<file path="src/rtl/odm_pkg.sv">
package odm_pkg;
  // Largest N of the sliding rule and the longest legal zero run.
  localparam int ODM_MAX_N     = 23;
  localparam int ODM_RUN_LIMIT = 15;
endpackage

</file>
<file path="src/rtl/odm_window.sv">
// Density state for one serial stream: bit history, one running ones count
// per window length, and a zero-run counter. Reports whether appending a
// 0 or a 1 next would break a rule.
module odm_window #(
  parameter int MAX_N     = 23,
  parameter int RUN_LIMIT = 15
) (
  input  logic clk,
  input  logic rst,
  input  logic shift_bit,
  output logic viol_if0,
  output logic viol_if1
);
  localparam int WIN_MAX = 8 * (MAX_N + 1);
  localparam int CW      = $clog2(WIN_MAX + 1);
  localparam int RW      = $clog2(RUN_LIMIT + 1);

  logic [WIN_MAX-1:0] hist_q;   // bit 0 is the most recent bit
  logic [CW-1:0]      fill_q;   // bits seen since reset, saturating
  logic [RW-1:0]      zrun_q;   // trailing zeros, saturating at RUN_LIMIT
  logic [MAX_N:1]     lo0, lo1;

  always_ff @(posedge clk) begin
    if (rst) begin
      hist_q <= '0;
      fill_q <= '0;
      zrun_q <= '0;
    end else begin
      hist_q <= {hist_q[WIN_MAX-2:0], shift_bit};
      if (fill_q != CW'(WIN_MAX)) fill_q <= fill_q + CW'(1);
      if (shift_bit)                       zrun_q <= '0;
      else if (zrun_q != RW'(RUN_LIMIT))   zrun_q <= zrun_q + RW'(1);
    end
  end

  // One window per N; history is zero after reset, so the departing bit
  // is 0 until the window has been filled once.
  for (genvar k = 1; k <= MAX_N; k++) begin : g_win
    localparam int              W      = 8 * (k + 1);
    localparam logic [CW-1:0]   NEED   = CW'(k);
    localparam logic [CW-1:0]   FULLAT = CW'(W - 1);
    logic [CW-1:0] ones_q;
    logic [CW-1:0] kept;
    logic          leave;
    logic          full_next;

    assign leave     = hist_q[W-1];
    assign kept      = ones_q - CW'(leave);
    assign full_next = (fill_q >= FULLAT);
    assign lo0[k]    = full_next && (kept < NEED);
    assign lo1[k]    = full_next && ((kept + CW'(1)) < NEED);

    always_ff @(posedge clk) begin
      if (rst) ones_q <= '0;
      else     ones_q <= kept + CW'(shift_bit);
    end
  end

  assign viol_if0 = (|lo0) || (zrun_q == RW'(RUN_LIMIT));
  assign viol_if1 = |lo1;
endmodule

</file>
<file path="src/rtl/odm_enforcer.sv">
// Forces the outgoing bit to 1 when a 0 would break a rule, then registers it.
module odm_enforcer (
  input  logic clk,
  input  logic rst,
  input  logic data_in,
  input  logic enforce_en,
  input  logic b8zs_on,
  input  logic must_one,
  output logic next_bit,
  output logic data_out
);
  assign next_bit = data_in | (enforce_en & ~b8zs_on & must_one);

  always_ff @(posedge clk) begin
    if (rst) data_out <= 1'b0;
    else     data_out <= next_bit;
  end
endmodule

</file>
<file path="src/rtl/odm_flag.sv">
// Sticky violation flag; a violation in the clear cycle keeps it set.
module odm_flag (
  input  logic clk,
  input  logic rst,
  input  logic bit_in,
  input  logic viol_if0,
  input  logic viol_if1,
  input  logic clr,
  output logic flag_q
);
  logic viol;
  assign viol = bit_in ? viol_if1 : viol_if0;

  always_ff @(posedge clk) begin
    if (rst) flag_q <= 1'b0;
    else     flag_q <= viol | (flag_q & ~clr);
  end
endmodule

</file>
<file path="src/rtl/ones_density_guard.sv">
module ones_density_guard
  import odm_pkg::*;
#(
  parameter int MAX_N     = ODM_MAX_N,
  parameter int RUN_LIMIT = ODM_RUN_LIMIT
) (
  input  logic clk,
  input  logic rst,
  input  logic tx_data_in,
  input  logic tx_enforce_en,
  input  logic b8zs_on,
  input  logic clr_tx_flag,
  input  logic rx_data_in,
  input  logic clr_rx_flag,
  output logic tx_data_out,
  output logic tx_viol_flag,
  output logic rx_viol_flag
);
  logic tx_next, tx_v0, tx_v1, rx_v0, rx_v1;

  // Transmit: correct, then monitor what is actually sent.
  odm_enforcer u_tx_enf (
    .clk(clk), .rst(rst), .data_in(tx_data_in), .enforce_en(tx_enforce_en),
    .b8zs_on(b8zs_on), .must_one(tx_v0), .next_bit(tx_next),
    .data_out(tx_data_out)
  );

  odm_window #(.MAX_N(MAX_N), .RUN_LIMIT(RUN_LIMIT)) u_tx_win (
    .clk(clk), .rst(rst), .shift_bit(tx_next),
    .viol_if0(tx_v0), .viol_if1(tx_v1)
  );

  odm_flag u_tx_flag (
    .clk(clk), .rst(rst), .bit_in(tx_next), .viol_if0(tx_v0),
    .viol_if1(tx_v1), .clr(clr_tx_flag), .flag_q(tx_viol_flag)
  );

  // Receive: monitor only.
  odm_window #(.MAX_N(MAX_N), .RUN_LIMIT(RUN_LIMIT)) u_rx_win (
    .clk(clk), .rst(rst), .shift_bit(rx_data_in),
    .viol_if0(rx_v0), .viol_if1(rx_v1)
  );

  odm_flag u_rx_flag (
    .clk(clk), .rst(rst), .bit_in(rx_data_in), .viol_if0(rx_v0),
    .viol_if1(rx_v1), .clr(clr_rx_flag), .flag_q(rx_viol_flag)
  );
endmodule

</file>
<file path="config.mk">
export PLATFORM = sky130hd
export DESIGN_NAME = ones_density_guard
export DESIGN_NICKNAME = d
export VERILOG_FILES = /design/src/rtl/odm_pkg.sv /design/src/rtl/odm_window.sv /design/src/rtl/odm_enforcer.sv /design/src/rtl/odm_flag.sv /design/src/rtl/ones_density_guard.sv
export SDC_FILE = /design/constraint.sdc
export NUM_CORES = 2
export LEC_CHECK = 0
export BUFFER_PORTS_ARGS = -buffer_cell sky130_fd_sc_hd__buf_2
export CAP_MARGIN = 20
export CORE_ASPECT_RATIO = 1.4
export CORE_UTILIZATION = 50
export DETAILED_ROUTE_END_ITERATION = 12
export PLACE_DENSITY = 0.62
export SETUP_SLACK_MARGIN = 0.3
export SLEW_MARGIN = 20
export SYNTH_ARGS = -nofsm -noshare
export SYNTH_HDL_FRONTEND = slang
export SYNTH_SLANG_ARGS = --single-unit
</file>
<file path="constraint.sdc">
create_clock -name clk -period 6.3 [get_ports clk]
set_clock_uncertainty 0.05 [all_clocks]
set_input_delay 1.89 -clock clk [delete_from_list [all_inputs] [get_ports clk]]
set_output_delay 1.89 -clock clk [all_outputs]
set_load 0.02 [all_outputs]
</file>
==> results by group <==
Clock network
  – Worst-path clk slew: about 60 ps
  – Sink Count: 778
  – CTS tree: built
  – Postcts setup bufs: 0
  – Num CTS Buffers: 81
  – CTS H-tree lvls: 3
  – Post_cts resized: 0
  – Cts hold-fix bufs: 0
  – Root Driver: clkbuf_16
  – Worst-case clock buffer depth: 3
  – Clock Latency Late Sink: 640 ps

Placement
  – Placed Instance Area: roughly 0.04 mm²
  – Post-DP HPWL: 60300 µm
  – Final Wtd Congestion: just under 0.9
  – Port Buffers: 10

Critical path
  – Setup crit end: u_tx_win.g_win[13].ones_q[3]
  – Critical path's largest stage delay: between 500 and 600 ps
  – Crit path DAT: 5300 ps
  – CP Buf/Inv Count: 2
  – WP data required: 6750 ps
  – CP Launch Type: flop
  – Reg2reg setup slack: approximately 1500 ps
  – R2R depth: 18
  – Setup CP Type: reg2reg
  – Top cell by count, worst path: ha_1
  – Crit path max-delay family: simple AND/OR/NAND/NOR gates
  – CP Max Fanout: 13
  – Worst r2r src: u_tx_win.g_win[23].ones_q[0]
  – Crit end category: flop
  – Worst Setup SP: u_tx_win.g_win[23].ones_q[0]
  – Worst R2R End: u_tx_win.g_win[13].ones_q[3]
  – Slowest-stage cell, CP: or4b_1
  – Critical path depth in cells: 18
  – Worst path cell trace: inv_1 > ha_1 > ha_1 > or4b_1 > nor2_1 > xor2_1 > a2111oi_0 > a2111oi_0 > and3_4 > a21oi_4 > buf_4 > ha_1 > nor2b_1 > nand2_1 > xnor2_1 > o21ai_0 > xnor2_1 > nor2_1

Yosys
  – Ys flop type: dfxtp_1
  – Cell taking the most area after synthesis: dfxtp_1
  – Synth Area per Inst: 8.64 µm²
  – EDFF count, synth: 0
  – Yosys top cell area share: between 30 and 40%
  – Synthesized instance count: about 4.7k
  – Mapped Area: ~0.041 mm²
  – Netlist cell types: 106
  – Yosys warns: 0
  – Register area share after synthesis: 38.4%
  – Synthesized Nets: ~4.9k
  – Ranking of synthesized cells by area: dfxtp_1 (38%), nor2b_1 (8.3%), xnor2_1 (6.3%), ha_1 (6.2%), nor2_1 (4.7%)
  – Seq cells post-synth: 778
  – Asr flop ratio synth: 0%

Floorplan
  – Die W: 243 µm
  – Die ar.: approximately 0.082 mm²
  – Core Footprint: roughly 0.080 mm²
  – Num rows: approximately 120
  – Vert. Die Dim: about 340 µm
  – Io pins: 11
  – Initial core utilization: between 50% and 60%

Route
  – Vias/cell: 5.34
  – 1st-iter DRT viols: roughly 1.4k
  – DRC violation count after routing: 0
  – WL final: between 80000 and 90000 µm
  – First drt pass iteration count: 5
  – Antenna-violating nets left: 0
  – Drt wl/cell: 14.9 µm
  – Via count: just over 30k

Power
  – Max VDD drop: between 0.0002 and 0.00025 V
  – Lkg Pwr: between 15 and 20 nW
  – PD cells: about 240 mW/mm²

Hold path
  – HP Class: reg2reg

Cells and area
  – Final net count: 4785
  – Antenna Cells: 0
  – Syn-to-layout area delta: 8.67%
  – Layout cell share with drive strength beyond 1: under 10%
  – Final instance area: approximately 0.044 mm²

Timing
  – Fin. Hold Viols: 0
  – Tmin final: 4850 ps
  – Fmax achieved: 206 MHz
  – Worst-Margin Slew: between 800 and 900 ps
  – Tcrit/Tclk final: approximately three quarters
  – Slew Viols, Final: 0
  – RSZ-0062 raised after global routing: false
  – Final setup vio count: 0
  – Worst slew margin: between 30% and 40%
  – Setup TNS: 0 ps

Global route
  – Initial antenna violation count: 0
  – First-pass GRT wire length: ~140000 µm
  – Vias in the first global route: a little under 30k
  – Largest net degree at the start of global routing: 128
  – Global Route Usage Sum: between 20% and 30%
  – Total gr overflow: 0

Run status
  – Status: complete, no violations

Flow run
  – Max-cap violations: 0
[worst min-delay path by stage]
stage / start / end / cells past startpoint
after global placement: u_rx_win.hist_q[187] / u_rx_win.hist_q[188] / 1
after global routing: u_rx_win.hist_q[107] / u_rx_win.hist_q[108] / 1
final: u_rx_win.hist_q[163] / u_rx_win.hist_q[164] / 1
after detailed placement: u_rx_win.hist_q[177] / u_rx_win.hist_q[178] / 1
after CTS: u_tx_win.hist_q[27] / u_tx_win.hist_q[28] / 1
after floorplan: u_rx_win.hist_q[99] / u_rx_win.hist_q[100] / 1
[per-stage QoR]
stage | instances | util (%) | hold slack [ps] | setup slack [ps] | power [mW]
floorplan | 4694 | - | 364 | 2220 | 5.43
global placement | 5554 | 51.3 | 366 | 1590 | 5.54
detailed placement | 5554 | 51.3 | 370 | 1460 | 5.54
CTS | 5703 | 54.8 | 384 | 1430 | 10.6
global route | 5703 | 54.8 | 393 | 1010 | 10.9
finish | 5703 | 54.8 | 382 | 1450 | 10.5
[area by class of cell]
class	instances	area [µm²]
sequential	778	15600
tap	1062	1330
clock inverter	34	413
timing repair buffer	24	253
clock buffer	115	2410
inverter	223	837
multi-input combinational	3467	23200
fill	7509	36300
[synthesized netlist by cell type (23+ instances only)]
| cell | number |
|---|---|
| a211oi_1 | 25 |
| nor3b_1 | 86 |
| ha_1 | 202 |
| nor3_1 | 141 |
| and3_1 | 34 |
| nor2_1 | 506 |
| nand2b_1 | 83 |
| nand4_1 | 32 |
| xnor2_1 | 293 |
| clkbuf_1 | 196 |
| or3b_2 | 23 |
| a31oi_1 | 47 |
| o21ai_0 | 131 |
| o21a_1 | 25 |
| nor2b_1 | 539 |
| or3_1 | 38 |
| xor2_1 | 208 |
| nand3b_1 | 40 |
| and2_1 | 24 |
| a21oi_1 | 126 |
| nor4b_1 | 23 |
| dfxtp_1 | 778 |
| nand2_1 | 232 |
| nor4_1 | 73 |
| nand3_1 | 105 |
| inv_1 | 223 |
[routing by layer]
layer | vias to the layer above | track usage, % | routed length [µm]
li1 | 15800 | - | -
met1 | 14200 | 22.9 | 35500
met2 | 364 | 38.7 | 43800
met3 | 156 | 2.58 | 2380
met4 | 0 | 9.05 | 3190
met5 | - | 0 | 0
[report_power, final]
part	internal [mW]	switching, mW	leakage [nW]	total [mW]
logic	0.152	0.252	9.61	0.404
clock network	3.00	2.03	1.38	5.04
registers	4.98	0.0381	6.28	5.02
total	8.14	2.32	17.3	10.5
[placed cells by master (no fill, tap or decap), drive strengths merged, types with 40 or more instances in the layout]
cell type	n
ha	202
a21oi	127
nand2	232
nor3	145
xor2	211
nor3b	90
clkbuf	115
nand3b	40
nor2b	539
dfxtp	778
nor4	77
a31oi	47
inv	226
nand2b	83
nor2	506
o21ai	132
nand3	105
xnor2	293
[state kept, by name (all words and copies together), names as in the netlist]
signal,cells
u_tx_flag.flag_q,1
u_rx_flag.flag_q,1
u_tx_win.g_win.ones_q,184
u_rx_win.g_win.ones_q,184
u_rx_win.fill_q,8
u_tx_win.fill_q,8
u_rx_win.hist_q,192
u_tx_win.zrun_q,4
u_rx_win.zrun_q,4
u_tx_win.hist_q,192
[cells by family after synthesis]
logic type | count (synthesis) | share of synthesized area, %
xor+xnor | 506 | 11.1
compound gates | 607 | 10.2
simple gates | 2120 | 29.1
flops | 778 | 38.4
fa+ha+maj | 203 | 6.26
mux | 31 | 0.796
buf+inv | 449 | 4.26
Note: power is estimated with default switching activity, not from simulation.
